<file path="src/rtl/sps_pkg.sv">
package sps_pkg;

   // Control vector bit positions (bench relies on this packing order)
   localparam int CTL_W    = 10;
   localparam int B_CLK    = 0;
   localparam int B_CRST   = 1;
   localparam int B_CEN    = 2;
   localparam int B_VID    = 3;
   localparam int B_PRST   = 4;
   localparam int B_PEN    = 5;
   localparam int B_RRST   = 6;
   localparam int B_REN    = 7;
   localparam int B_CRC    = 8;
   localparam int B_PKT    = 9;

   typedef enum logic [4:0] {
      ST_IDLE,
      ST_E_CLK, ST_E_RHI, ST_E_WHI, ST_E_RLO, ST_E_WLO, ST_E_EN,
      ST_U_VID, ST_U_PHI, ST_U_PWH, ST_U_PLO, ST_U_PWL, ST_U_PEN,
      ST_U_RHI, ST_U_RWH, ST_U_RLO, ST_U_RWL, ST_U_CRC, ST_U_REN,
      ST_B_VID, ST_B_PKT, ST_B_PEN, ST_B_REN,
      ST_D_CEN, ST_D_CLK,
      ST_P_PKT
   } seq_state_t;

   typedef enum logic [1:0] {
      TGT_CORE = 2'd0,
      TGT_PXF  = 2'd1,
      TGT_RMP  = 2'd2
   } hs_tgt_t;

endpackage

</file>
<file path="src/rtl/sps_tick.sv">
module sps_tick #(
   parameter int DIV = 250
) (
   input  logic clk,
   input  logic rst_n,
   input  logic clr,
   input  logic run,
   output logic tick
);

   generate
      if (DIV < 1) begin : g_bad_div
         $error("sps_tick: DIV must be at least 1");
      end

      if (DIV == 1) begin : g_direct
         logic unused_clr;
         assign unused_clr = clr;
         assign tick       = run;
      end else begin : g_count
         localparam int PW = $clog2(DIV);
         logic [PW-1:0] pres_q;

         assign tick = run && (pres_q == PW'(DIV - 1));

         always_ff @(posedge clk or negedge rst_n) begin
            if (!rst_n) begin
               pres_q <= '0;
            end else if (clr) begin
               pres_q <= '0;
            end else if (run) begin
               pres_q <= tick ? '0 : pres_q + 1'b1;
            end
         end

         p_pres_range_r3: assert property (@(posedge clk) disable iff (!rst_n)
            pres_q <= PW'(DIV - 1));
      end
   endgenerate

endmodule

</file>
<file path="src/rtl/sps_handshake.sv">
module sps_handshake
   import sps_pkg::*;
#(
   parameter int POLL_DIV  = 250,
   parameter int MAX_POLLS = 10
) (
   input  logic       clk,
   input  logic       rst_n,
   input  logic       start,
   input  logic       want,
   input  hs_tgt_t    tgt,
   input  logic [2:0] acks,
   output logic       ok,
   output logic       fail
);

   localparam int CNT_W = (MAX_POLLS > 1) ? $clog2(MAX_POLLS) : 1;

   generate
      if (MAX_POLLS < 1) begin : g_bad_polls
         $error("sps_handshake: MAX_POLLS must be at least 1");
      end
   endgenerate

   logic             act_q;
   logic             want_q;
   hs_tgt_t          tgt_q;
   logic [CNT_W-1:0] cnt_q;
   logic             tick;
   logic             ack_sel;
   logic             match;
   logic             last;

   sps_tick #(.DIV(POLL_DIV)) u_tick (
      .clk   (clk),
      .rst_n (rst_n),
      .clr   (start),
      .run   (act_q),
      .tick  (tick)
   );

   always_comb begin
      case (tgt_q)
         TGT_CORE: ack_sel = acks[0];
         TGT_PXF:  ack_sel = acks[1];
         TGT_RMP:  ack_sel = acks[2];
         default:  ack_sel = 1'b0;
      endcase
   end

   assign match = (ack_sel == want_q);
   assign last  = (cnt_q == CNT_W'(MAX_POLLS - 1));
   assign ok    = tick && match;
   assign fail  = tick && !match && last;

   always_ff @(posedge clk or negedge rst_n) begin
      if (!rst_n) begin
         act_q  <= 1'b0;
         want_q <= 1'b0;
         tgt_q  <= TGT_CORE;
         cnt_q  <= '0;
      end else if (start) begin
         act_q  <= 1'b1;
         want_q <= want;
         tgt_q  <= tgt;
         cnt_q  <= '0;
      end else if (tick) begin
         if (match || last) begin
            act_q <= 1'b0;
         end else begin
            cnt_q <= cnt_q + 1'b1;
         end
      end
   end

   p_ok_fail_excl_r3: assert property (@(posedge clk) disable iff (!rst_n)
      !(ok && fail));
   p_poll_only_active_r3: assert property (@(posedge clk) disable iff (!rst_n)
      (ok || fail) |-> act_q);
   p_retire_r3: assert property (@(posedge clk) disable iff (!rst_n)
      ((ok || fail) && !start) |=> !act_q);

endmodule

</file>
<file path="src/rtl/strm_pwr_seq.sv">
module strm_pwr_seq
   import sps_pkg::*;
#(
   parameter int SRC_W     = 3,
   parameter int POLL_DIV  = 250,
   parameter int MAX_POLLS = 10
) (
   input  logic             clk,
   input  logic             rst_n,
   input  logic             cmd_enable,
   input  logic             cmd_unblank,
   input  logic             cmd_blank,
   input  logic             cmd_disable,
   input  logic             cmd_pkt_on,
   input  logic [SRC_W-1:0] src_sel_i,
   input  logic             core_rst_ack,
   input  logic             pxf_rst_ack,
   input  logic             rmp_rst_ack,
   output logic             enc_clk_en,
   output logic             core_rst,
   output logic             core_en,
   output logic             vid_en,
   output logic [SRC_W-1:0] src_sel_o,
   output logic             pxf_rst,
   output logic             pxf_en,
   output logic             rmp_rst,
   output logic             rmp_en,
   output logic             crc_en,
   output logic             pkt_en,
   output logic             busy,
   output logic             done,
   output logic             timeout
);

   generate
      if (SRC_W < 1) begin : g_bad_src
         $error("strm_pwr_seq: SRC_W must be at least 1");
      end
   endgenerate

   seq_state_t       st_q;
   logic [CTL_W-1:0] ctl_q;
   logic [SRC_W-1:0] src_q;
   logic             done_q;
   logic             to_q;

   logic             hs_start;
   logic             hs_want;
   hs_tgt_t          hs_tgt;
   logic             hs_ok;
   logic             hs_fail;
   logic             any_cmd;

   assign any_cmd = cmd_enable | cmd_unblank | cmd_blank | cmd_disable | cmd_pkt_on;

   // Handshake launch decode: one step state per reset edge
   always_comb begin
      hs_start = 1'b1;
      hs_want  = 1'b1;
      hs_tgt   = TGT_CORE;
      case (st_q)
         ST_E_RHI: begin hs_want = 1'b1; hs_tgt = TGT_CORE; end
         ST_E_RLO: begin hs_want = 1'b0; hs_tgt = TGT_CORE; end
         ST_U_PHI: begin hs_want = 1'b1; hs_tgt = TGT_PXF;  end
         ST_U_PLO: begin hs_want = 1'b0; hs_tgt = TGT_PXF;  end
         ST_U_RHI: begin hs_want = 1'b1; hs_tgt = TGT_RMP;  end
         ST_U_RLO: begin hs_want = 1'b0; hs_tgt = TGT_RMP;  end
         default:  hs_start = 1'b0;
      endcase
   end

   sps_handshake #(
      .POLL_DIV  (POLL_DIV),
      .MAX_POLLS (MAX_POLLS)
   ) u_hs (
      .clk   (clk),
      .rst_n (rst_n),
      .start (hs_start),
      .want  (hs_want),
      .tgt   (hs_tgt),
      .acks  ({rmp_rst_ack, pxf_rst_ack, core_rst_ack}),
      .ok    (hs_ok),
      .fail  (hs_fail)
   );

   always_ff @(posedge clk or negedge rst_n) begin
      if (!rst_n) begin
         st_q   <= ST_IDLE;
         ctl_q  <= '0;
         src_q  <= '0;
         done_q <= 1'b0;
         to_q   <= 1'b0;
      end else begin
         done_q <= 1'b0;
         case (st_q)
            ST_IDLE: begin
               if (any_cmd) to_q <= 1'b0;
               if (cmd_enable)       st_q <= ST_E_CLK;
               else if (cmd_unblank) begin
                  st_q  <= ST_U_VID;
                  src_q <= src_sel_i;
               end
               else if (cmd_blank)   st_q <= ST_B_VID;
               else if (cmd_disable) st_q <= ST_D_CEN;
               else if (cmd_pkt_on)  st_q <= ST_P_PKT;
            end
            // power-up
            ST_E_CLK: begin ctl_q[B_CLK]  <= 1'b1; st_q <= ST_E_RHI; end
            ST_E_RHI: begin ctl_q[B_CRST] <= 1'b1; st_q <= ST_E_WHI; end
            ST_E_WHI: begin
               if (hs_ok)        st_q <= ST_E_RLO;
               else if (hs_fail) begin st_q <= ST_IDLE; to_q <= 1'b1; end
            end
            ST_E_RLO: begin ctl_q[B_CRST] <= 1'b0; st_q <= ST_E_WLO; end
            ST_E_WLO: begin
               if (hs_ok)        st_q <= ST_E_EN;
               else if (hs_fail) begin st_q <= ST_IDLE; to_q <= 1'b1; end
            end
            ST_E_EN: begin
               ctl_q[B_CEN] <= 1'b1; st_q <= ST_IDLE; done_q <= 1'b1;
            end
            // start video
            ST_U_VID: begin ctl_q[B_VID]  <= 1'b1; st_q <= ST_U_PHI; end
            ST_U_PHI: begin ctl_q[B_PRST] <= 1'b1; st_q <= ST_U_PWH; end
            ST_U_PWH: begin
               if (hs_ok)        st_q <= ST_U_PLO;
               else if (hs_fail) begin st_q <= ST_IDLE; to_q <= 1'b1; end
            end
            ST_U_PLO: begin ctl_q[B_PRST] <= 1'b0; st_q <= ST_U_PWL; end
            ST_U_PWL: begin
               if (hs_ok)        st_q <= ST_U_PEN;
               else if (hs_fail) begin st_q <= ST_IDLE; to_q <= 1'b1; end
            end
            ST_U_PEN: begin ctl_q[B_PEN]  <= 1'b1; st_q <= ST_U_RHI; end
            ST_U_RHI: begin ctl_q[B_RRST] <= 1'b1; st_q <= ST_U_RWH; end
            ST_U_RWH: begin
               if (hs_ok)        st_q <= ST_U_RLO;
               else if (hs_fail) begin st_q <= ST_IDLE; to_q <= 1'b1; end
            end
            ST_U_RLO: begin ctl_q[B_RRST] <= 1'b0; st_q <= ST_U_RWL; end
            ST_U_RWL: begin
               if (hs_ok)        st_q <= ST_U_CRC;
               else if (hs_fail) begin st_q <= ST_IDLE; to_q <= 1'b1; end
            end
            ST_U_CRC: begin ctl_q[B_CRC] <= 1'b1; st_q <= ST_U_REN; end
            ST_U_REN: begin
               ctl_q[B_REN] <= 1'b1; st_q <= ST_IDLE; done_q <= 1'b1;
            end
            // stop video
            ST_B_VID: begin ctl_q[B_VID] <= 1'b0; st_q <= ST_B_PKT; end
            ST_B_PKT: begin ctl_q[B_PKT] <= 1'b0; st_q <= ST_B_PEN; end
            ST_B_PEN: begin ctl_q[B_PEN] <= 1'b0; st_q <= ST_B_REN; end
            ST_B_REN: begin
               ctl_q[B_REN] <= 1'b0; st_q <= ST_IDLE; done_q <= 1'b1;
            end
            // power-down
            ST_D_CEN: begin ctl_q[B_CEN] <= 1'b0; st_q <= ST_D_CLK; end
            ST_D_CLK: begin
               ctl_q[B_CLK] <= 1'b0; st_q <= ST_IDLE; done_q <= 1'b1;
            end
            // packet path
            ST_P_PKT: begin
               ctl_q[B_PKT] <= 1'b1; st_q <= ST_IDLE; done_q <= 1'b1;
            end
            default: st_q <= ST_IDLE;
         endcase
      end
   end

   assign enc_clk_en = ctl_q[B_CLK];
   assign core_rst   = ctl_q[B_CRST];
   assign core_en    = ctl_q[B_CEN];
   assign vid_en     = ctl_q[B_VID];
   assign pxf_rst    = ctl_q[B_PRST];
   assign pxf_en     = ctl_q[B_PEN];
   assign rmp_rst    = ctl_q[B_RRST];
   assign rmp_en     = ctl_q[B_REN];
   assign crc_en     = ctl_q[B_CRC];
   assign pkt_en     = ctl_q[B_PKT];
   assign src_sel_o  = src_q;
   assign busy       = (st_q != ST_IDLE);
   assign done       = done_q;
   assign timeout    = to_q;

   p_one_step_r12: assert property (@(posedge clk) disable iff (!rst_n)
      $countones(ctl_q ^ $past(ctl_q)) <= 1);
   p_idle_quiet_r10: assert property (@(posedge clk) disable iff (!rst_n)
      (!busy && !any_cmd) |=> $stable(ctl_q));
   p_core_needs_clk_r2: assert property (@(posedge clk) disable iff (!rst_n)
      $rose(core_en) |-> enc_clk_en && !core_rst);
   p_rmp_after_crc_r5: assert property (@(posedge clk) disable iff (!rst_n)
      $rose(rmp_en) |-> crc_en);
   p_done_idle_r10: assert property (@(posedge clk) disable iff (!rst_n)
      done |-> !busy);
   p_timeout_idle_r9: assert property (@(posedge clk) disable iff (!rst_n)
      $rose(timeout) |-> !busy && !done);
   p_clk_off_last_r7: assert property (@(posedge clk) disable iff (!rst_n)
      $fell(enc_clk_en) |-> !core_en);

endmodule

</file>
<file path="config.mk">
export PLATFORM = sky130hd
export DESIGN_NAME = strm_pwr_seq
export DESIGN_NICKNAME = d
export VERILOG_FILES = /design/src/rtl/sps_pkg.sv /design/src/rtl/sps_tick.sv /design/src/rtl/sps_handshake.sv /design/src/rtl/strm_pwr_seq.sv
export SDC_FILE = /design/constraint.sdc
export NUM_CORES = 1
export LEC_CHECK = 0
export BUFFER_PORTS_ARGS = -buffer_cell sky130_fd_sc_hd__clkbuf_2
export CORE_ASPECT_RATIO = 0.8
export CORE_MARGIN = 4
export CORE_UTILIZATION = 58
export DETAILED_ROUTE_END_ITERATION = 16
export GPL_TIMING_DRIVEN = 1
export PLACE_DENSITY = 0.8
export SYNTH_ARGS = -nofsm -noshare
export SYNTH_HDL_FRONTEND = slang
export SYNTH_HIERARCHICAL = 1
export SYNTH_SLANG_ARGS = --single-unit
export TNS_END_PERCENT = 5
</file>
<file path="constraint.sdc">
create_clock -name clk -period 3.1 [get_ports clk]
set_input_delay 0.93 -clock clk [delete_from_list [all_inputs] [get_ports clk]]
set_output_delay 0.93 -clock clk [all_outputs]
set_load 0.01 [all_outputs]
</file>
# --- Word-level counts from Yosys, hierarchy flattened ---
# Cells that the tools add are included.
totals:
  wordCells: 133
  inputBits: 13
  output_inout_bits: 16
  register_bits: 36
op_classes:
  eq_ne: 35
  n_mux: 40
  bitwise: 5
  reduce_logical: 32
  addsub: 2
ops:
  columns: ["operator", "n"]
  rows:
  - ["$pmux W5 S21", 1]
  - ["$mux W5", 12]
  - ["$eq A5 B5 Y1 const B", 10]
  - ["$eq A5 B4 Y1 const B", 8]
  - ["$reduce_bool A2 Y1", 13]
  - ["$mux W8", 3]
  - ["$eq A5 B3 Y1 const B", 4]
  - ["$pmux W1 S2", 10]
  - ["$mux W4", 3]
  - ["$reduce_or A6 Y1", 2]
  - ["$eq A5 B2 Y1 const B", 2]
  - ["$mux W1", 9]
  - ["$add A8 B1 Y8 const B", 1]
  - ["$eq A8 B8 Y1 const B", 1]
  - ["$ne A2 B2 Y1 const B", 3]
  - ["$ne A6 B6 Y1 const B", 1]
  - ["$eq A5 B1 Y1 const B", 1]
  - ["$logic_not A5 Y1", 1]
  - ["$reduce_bool A5 Y1", 1]
  - ["$reduce_or A5 Y1", 1]
  - ["$add A4 B1 Y4 const B", 1]
  - ["$eq A4 B4 Y1 const B", 1]
  - ["$logic_and A1 B1 Y1", 4]
  - ["$or A1 B1 Y1", 4]
  - ["other kinds (15)", 17]

# --- Longest topological paths before layout ---
# Gate-level depths: netlist (run 1).
logic_depth:
  ltp_word: 9
  depth_mapped: 11
  mapped_depth_nobuf: 11

# --- Cells and area by module ---
# The synthesis (run 1) kept the hierarchy.
by_module_without_submodules:
  columns: ["mod", "instances", "area_each_um2", "cells_per_inst", "seq_area_each_um2"]
  rows:
  - ["strm_pwr_seq", 1, 1313.8, 152, 500.5]
  - ["sps_tick", 1, 480.5, 54, 200.2]
  - ["sps_handshake", 1, 456.7, 44, 200.2]

# --- Least setup slack after synthesis (run 1) ---
# Ideal clock, no wire load.
synth_timing:
  path_kind: "input port to flip-flop"
  start: "input port rmp_rst_ack"
  end: "register st_q[1]"
  arrival_ns: 2.487
  required_time_ns: 2.969
  setup_ns: 0.131
  path_stages: 9
  setup_slack_ns: 0.482
  n_path_buf: 1
  path_cell_list: "mux2i_1 > mux2i_1 > xnor2_1 > and2_1 > clkbuf_1 > nor2_1 > a221oi_1 > a2111oi_0 > or3_1"
synth_via:
  elab_cells_between_ends: 14
  cone_classes: "1 x eq/ne; 9 x mux; 4 x reduce/logical"
synth_rtl:
  columns: ["item", "line_no", "rtl"]
  rows:
  - ["start, declared", "strm_pwr_seq.sv:18", "input logic rmp_rst_ack,"]
  - ["$pmux W1 S3 (*)", "sps_handshake.sv:43", "case (tgt_q)"]
  - ["$eq A1 B1 Y1 (*)", "sps_handshake.sv:51", "assign match = (ack_sel == want_q);"]
  - ["$logic_and A1 B1 Y1 (*)", "sps_handshake.sv:53", "assign ok = tick && match;"]
  - ["named net hs_ok", "strm_pwr_seq.sv:50", "logic hs_ok;"]
  - ["$mux W5 (tied with other cells)", "strm_pwr_seq.sv:142", "if (hs_ok) st_q <= ST_U_CRC;"]
  - ["$pmux W5 S21 (*)", "strm_pwr_seq.sv:95", "case (st_q)"]
  - ["end signal, assigned", "strm_pwr_seq.sv:98", "if (cmd_enable) st_q <= ST_E_CLK;"]
  - ["end signal, assigned", "strm_pwr_seq.sv:100", "st_q <= ST_U_VID;"]
  - ["end signal, assigned", "strm_pwr_seq.sv:103", "else if (cmd_blank) st_q <= ST_B_VID;"]
  - ["end, declared", "strm_pwr_seq.sv:41", "seq_state_t st_q;"]
# Mark *: on every way through the listed nets, which the timed path passes. The rest lies on a longest branch.
# A chain may end at the register's enable or synchronous reset.

# --- Worst setup path after layout (run 1) ---
layout_timing:
  start: "register u_hs.u_tick.g_count.pres_q[1]"
  end: "register st_q[1]"
layout_via:
  elab_chain_len: 7
  elab_cells_between_ends: 13
  cone_classes: "1 x eq/ne; 8 x mux; 4 x reduce/logical"
layout_lines:
  columns: ["item", "line_no", "rtl"]
  rows:
  - ["start, declared", "sps_tick.sv:22", "logic [PW-1:0] pres_q;"]
  - ["start signal, assigned", "sps_tick.sv:32", "pres_q <= tick ? '0 : pres_q + 1'b1;"]
  - ["$eq A8 B8 Y1 (*)", "sps_tick.sv:24", "assign tick = run && (pres_q == PW'(DIV - 1));"]
  - ["$logic_and A1 B1 Y1 (*)", "sps_tick.sv:24", null]
  - ["named net u_hs.tick", "sps_handshake.sv:29", "logic tick;"]
  - ["$logic_and A1 B1 Y1 (*) (2 in a row)", "sps_handshake.sv:54", "assign fail = tick && !match && last;"]
  - ["named net hs_fail", "strm_pwr_seq.sv:51", "logic hs_fail;"]
  - ["$mux W5 (*)", null, null]
  - ["$mux W5 (tied with other cells)", "strm_pwr_seq.sv:142", null]
  - ["$pmux W5 S21 (*)", "strm_pwr_seq.sv:95", null]
# Marked as above.

==> impl_metrics.json, run 1 <==
{
  "antenna_cells": 0,
  "power.switching_uw": 892,
  "drive_above_1_share": 0.241,
  "floorplan.initialDensity": 0.627,
  "worstHoldStart": "ctl_q[8]",
  "synthesis.nets": 267,
  "n_fill_cell": 271,
  "fin_nets": 294,
  "grt.total_usage": 0.223,
  "clock_sinks": 36,
  "hold_end": "ctl_q[8]",
  "timing.final.crit_period_ps": 2750,
  "synth_ff_type": "dfrtp_1",
  "regArea_um2": 901,
  "r2r-end": "st_q[1]",
  "cp-end-kind": "flop",
  "rr_startpoint": "u_hs/u_tick/g_count.pres_q[1]",
  "floorplan.die.width_um": 77.7,
  "cts_hold_buf": 0,
  "yosysMostFrequentCell": "dfrtp_1",
  "r2r.worst_path.cells": 11,
  "syn_to_final_growth_pct": 13.8,
  "p_per_area_mw_per_mm2": 833,
  "synth-edff-count": 0,
  "top_layer_used": "met4",
  "antenna_found_initial": 0,
  "crit_fanout": 9,
  "status": "finished, final reports clean",
  "worstPathRequired_ps": 3270,
  "dr_total_vias": 2028,
  "first_pass_iters": 4,
  "coreArea_mm2": 0.00359,
  "arrival_ps": 2920,
  "critPathKind": "reg -> reg",
  "async_flop_share": 1.00,
  "io_pins": 29,
  "via_per_inst": 6.15,
  "pwr-share-clk": 0.196,
  "grt_max_degree": 37,
  "ctsRootBufferMaster": "clkbuf_8",
  "finalSetupTns_ps": 0,
  "synth_warnings": 6,
  "yosysSeqAreaShare": 0.400,
  "cts_tree": "done",
  "syn_area_mm2": 0.00225,
  "worstMarginPinSlew_ps": 882,
  "synth_top_area_share": 0.400,
  "seqPwrFrac": 0.320,
  "cts_resized": 0,
  "yosysUniqueCellTypes": 65,
  "peakVddDrop_v": 0.000604,
  "internal-power_mw": 1.24,
  "wirelength_mm": 5.22,
  "hold_viol_final": 0,
  "comb_power_share": 0.484,
  "clock.fmax_mhz": 364,
  "grt_pass1_vias": 1865,
  "dp_slack_ps": 266,
  "synth_area_leader_cell": "dfrtp_1",
  "drcViolationCount": 0,
  "setup-violations-final": 0,
  "met1_length_mm": 2.43,
  "period_share": 0.887,
  "p_leak_nw": 1.04,
  "drv_cap": 0,
  "synth_common_cells": "36 x dfrtp_1, 20 x nand2_1, 16 x a21oi_1",
  "finClkSkew_ps": 8.63,
  "dieArea_mm2": 0.00495,
  "r2r_slack_ps": 350,
  "hold_class": "reg -> reg",
  "clockBufferDepth": 2,
  "wl_met3_um": 428,
  "wl_met2_mm": 2.27,
  "slew_headroom": 0.412,
  "power_mw": 2.13,
  "clk_pin_slew_worst_paths_ps": 80,
  "syn_avg_cell_area_um2": 9.00,
  "routabilityCongestion": 1.01,
  "numCtsBuffers": 5,
  "final-max-slew-violation-count": 0,
  "ant_nets": 0,
  "synth_cells": 250,
  "wl_per_cell_um": 15.8,
  "grt_pass1_wl_mm": 8.83,
  "cts_max_level": 2,
  "worst_slack_ps": 351,
  "port_buffers": 28,
  "fp-row-count": 19,
  "swShare": 0.418,
  "drtIter0Drc": 188,
  "die_height_um": 63.7,
  "cts_setup_buffers": 0,
  "start_kind": "flop",
  "grt.overflow.total": 0,
  "synth_seq_cells": 36,
  "post-dp-hpwl_mm": 3.65,
  "hold_ws_ps": 483,
  "worstSkewPairLatency_ps": 290,
  "worstHoldPathCells": 1,
  "multi_input_area_mm2": 0.00126,
  "rsz0062_at_grt": "no",
  "synthTopCellsByArea": "dfrtp_1 40%, nor2b_1 3.9%, a21oi_1 3.6%"
}
==> sequential cells by signal (all words and copies together) (netlist names) <==
name and count:
src_sel_o 3, done 1, u_hs/want_q 1, ctl_q 10, timeout 1, u_hs/u_tick/g_count.pres_q 8, u_hs/cnt_q 4, u_hs/act_q 1
st_q 5, u_hs/tgt_q 2
==> critical path, stage by stage, from the launching register on <==
cell       delay (ps)
dfrtp_1           430
inv_1              80
ha_1              130
nand3b_1          240
nor2_1            300
nor2b_1           200
a2bb2oi_2         120
nor3_1            360
inv_1             130
a21oi_1           170
a2111oi_0          80
or3_1             400
==> placed cells by master (no fill, tap or decap), types with 5 or more instances in the layout <==
cell type / Yosys / final
a21oi_1: 16 / 16
a31oi_1: 7 / 7
buf_4: 0 / 7
clkbuf_2: 0 / 28
clkbuf_8: 0 / 5
dfrtp_1: 36 / 36
inv_1: 6 / 6
nand2_1: 20 / 20
nand2b_1: 6 / 6
nand3_1: 7 / 7
nor2_1: 14 / 14
nor2b_1: 14 / 14
o21ai_0: 15 / 15
o21ai_1: 11 / 11
==> power by group through the flow <==
stage                     Clock, mW  Sequential (mW)  Combinational (mW)
after floorplan                   0            0.705               0.718
after global placement            0            0.687               0.988
after detailed placement          0            0.686                1.01
after CTS                     0.421            0.682                1.02
after global routing          0.444            0.704                1.14
final                         0.418            0.683                1.03
==> worst max-delay path by stage <==
stage	slack, ps	cells past startpoint	to	from
6_report	350	11	st_q[1]	u_hs/u_tick/g_count.pres_q[1]
5_1_grt	40	11	st_q[1]	u_hs/u_tick/g_count.pres_q[1]
4_1_cts	370	11	st_q[1]	u_hs/u_tick/g_count.pres_q[1]
3_5_place_dp	270	9	st_q[1]	rmp_rst_ack
3_3_place_gp	410	9	st_q[1]	rmp_rst_ack
2_1_floorplan	480	9	st_q[1]	rmp_rst_ack
==> routing by layer <==
metal  vias up  global-route usage
met5         -                   0
met4         0              0.0778
met3         9              0.0641
met2        86               0.321
met1       961               0.320
li1        972                   -
==> kinds of logic (layout without fill, tap and decap cells) <==
group / count (synthesis) / after routing / share of synthesized area
AND/OR/NAND/NOR: 92 / 92 / 0.231
AO/OA/AOI/OAI: 80 / 80 / 0.232
flip-flops: 36 / 36 / 0.400
buffers and inverters: 24 / 52 / 0.0439
multiplexers: 11 / 11 / 0.0589
adder cells (fa/ha/maj): 4 / 4 / 0.0222
XOR/XNOR: 3 / 3 / 0.0117
==> area by class of cell <==
| cell class | count | area share |
|---|---|---|
| Inverter | 9 | 0.0132 |
| Tap cell | 52 | 0.0254 |
| Clock buffer | 5 | 0.0269 |
| Timing Repair Buffer | 35 | 0.0752 |
| Sequential cell | 36 | 0.352 |
| Multi-Input combinational cell | 190 | 0.491 |
| Clock inverter | 3 | 0.0166 |
==> stage by stage <==
step	utilization	instances	instance area, um2
after floorplan	-	250	2250
after global placement	0.682	322	2450
after detailed placement	0.682	322	2450
after CTS	0.713	330	2560
after global routing	0.713	330	2560
final	0.713	330	2560
Note: power is estimated with default switching activity, not from simulation.
==> run 2: changes to the inputs <==
--- a/config.mk
+++ b/config.mk
@@ -11,6 +11,7 @@
 export CORE_UTILIZATION = 58
 export DETAILED_ROUTE_END_ITERATION = 16
 export GPL_TIMING_DRIVEN = 1
+export MAX_ROUTING_LAYER = met4
 export PLACE_DENSITY = 0.8
 export SYNTH_ARGS = -nofsm -noshare
 export SYNTH_HDL_FRONTEND = slang
==> run 2 against run 1 <==
Combinational power is essentially flat. Clock power is essentially flat. Sequential cell count is the same. Register-to-register slack is essentially flat. Critical endpoint unchanged. Clock-buffer cell count is the same. Power shrank 0.15%. Worst hold slack lost 0.98 ps. Largest power group unchanged.
==> impl_metrics.json, run 2 (synthesis results as in run 1) <==
{
  "status": "finished, final reports clean",
  "reg_top3": "ctl_q (10), u_hs/u_tick/g_count.pres_q (8), st_q (5)",
  "fp-row-count": 19,
  "dieArea_mm2": 0.00495,
  "die_height_um": 63.7,
  "wl_per_cell_um": 15.7,
  "start_kind": "flop",
  "r2r.worst_path.cells": 11,
  "final_core_util": 0.713,
  "regArea_um2": 901,
  "grt_pass1_vias": 1870,
  "drcViolationCount": 0,
  "peakVddDrop_v": 0.000604,
  "hold_class": "reg -> reg",
  "routabilityCongestion": 1.03,
  "rsz0062_at_grt": "no",
  "crit_fanout": 9,
  "p_leak_nw": 1.04,
  "port_buffers": 28,
  "cts_setup_buffers": 0,
  "cts_resized": 0,
  "post-dp-hpwl_mm": 3.65,
  "floorplan.initialDensity": 0.627,
  "worstHoldPathCells": 1,
  "timing.final.crit_period_ps": 2750,
  "cts_hold_buf": 0,
  "critPathKind": "reg -> reg",
  "clock_sinks": 36,
  "hold_viol_final": 0,
  "final_cell_mix": "36 x dfrtp_1, 28 x clkbuf_2, 20 x nand2_1",
  "period_share": 0.888,
  "syn_to_final_growth_pct": 13.8,
  "critPathSlowestCell": "dfrtp_1",
  "drv_cap": 0,
  "fin_nets": 294,
  "p_per_area_mw_per_mm2": 832,
  "grt.overflow.total": 0,
  "clock.fmax_mhz": 363,
  "first_pass_iters": 4,
  "io_pins": 29,
  "via_per_inst": 6.14,
  "cp-end-kind": "flop",
  "cts_tree": "done",
  "path_cells": "inv_1, ha_1, nand3b_1, nor2_1, nor2b_1, a2bb2oi_2, nor3_1, inv_1, a21oi_1, a2111oi_0, or3_1",
  "critPathMostFrequentCell": "inv_1",
  "antenna_cells": 0,
  "dr_total_vias": 2025,
  "clockBufferDepth": 2,
  "finalSetupTns_ps": 0,
  "finClkSkew_ps": 10.4,
  "final-max-slew-violation-count": 0,
  "grt_max_degree": 37,
  "drtIter0Drc": 230,
  "antenna_found_initial": 0,
  "grt.total_usage": 0.231,
  "drive_above_1_share": 0.241,
  "clk_pin_slew_worst_paths_ps": 80,
  "cp_top_family": "simple AND/OR/NAND/NOR gates",
  "ant_nets": 0,
  "ctsRootBufferMaster": "clkbuf_8",
  "worstPathRequired_ps": 3270,
  "mostFrequentLayoutCell": "dfrtp_1",
  "largest_reg_flops": 10,
  "cts_max_level": 2,
  "floorplan.die.width_um": 77.7,
  "top_register": "ctl_q",
  "wirelength_mm": 5.18,
  "worst-path-buf-inv": 2,
  "grt_pass1_wl_mm": 8.83,
  "n_fill_cell": 271,
  "setup-violations-final": 0,
  "coreArea_mm2": 0.00359,
  "multi_input_area_mm2": 0.00126,
  "path_depth": 11,
  "arrival_ps": 2930,
  "worstMarginPinSlew_ps": 890,
  "numCtsBuffers": 5,
  "cpPeakStageDelay_ps": 430,
  "slew_headroom": 0.407,
  "worstSkewPairLatency_ps": 290
}
-- run 2: cell counts in the layout (fill, tap and decap cells not counted) --
Identical to the previous run, type by type.
-- run 2: where the power goes --
group          total, mW  leakage (nW)  internal [mW]  switching (mW)
clock              0.418        0.0541          0.238           0.179
combinational       1.03         0.550          0.415           0.614
sequential         0.684         0.438          0.588          0.0960
total               2.13          1.04           1.24           0.889
-- run 2: per-layer routing --
metal	track usage	up-vias	wire, um
met5	-	-	0
met4	0.0778	0	77
met3	0.0613	9	365
met2	0.321	70	2290
met1	0.324	973	2450
li1	-	973	-
-- run 2: worst paths after layout --
| check | start | endpoint | slack [ps] |
|---|---|---|---|
| worst max-delay path | u_hs/u_tick/g_count.pres_q[1] | st_q[1] | 350 |
| worst min-delay path | ctl_q[8] | ctl_q[8] | 480 |
| worst max register to register | u_hs/u_tick/g_count.pres_q[1] | st_q[1] | 350 |
| worst min register to register | ctl_q[8] | ctl_q[8] | 480 |
| max in group asynchronous | rst_n | u_hs/u_tick/g_count.pres_q[1] | 1790 |
| min in group asynchronous | rst_n | ctl_q[5] | 750 |
-- run 2: final cells by class --
class / count / share of cell area
inverters: 9 / 0.0132
repair buffers: 35 / 0.0752
clock buffers: 5 / 0.0269
well taps: 52 / 0.0254
multi-input cells: 190 / 0.491
flip-flops and latches: 36 / 0.352
clock inverters: 3 / 0.0166
-- run 2: worst reg2reg max path, delay by kind of cell (launching register included) --
family	cells	cell delay, ps
compound gates	3	370
fa+ha+maj	1	130
buf+inv	2	220
flops	1	430
simple gates	5	1490
-- run 2: metrics by stage --
stage	setup WS (ps)	area [um2]	cells	hold WS, ps	power (mW)
2_1_floorplan	482	2250	250	503	1.42
3_3_place_gp	406	2450	322	468	1.68
3_5_place_dp	266	2450	322	459	1.70
4_1_cts	366	2560	330	486	2.12
5_1_grt	36.7	2560	330	509	2.28
6_report	347	2560	330	482	2.13
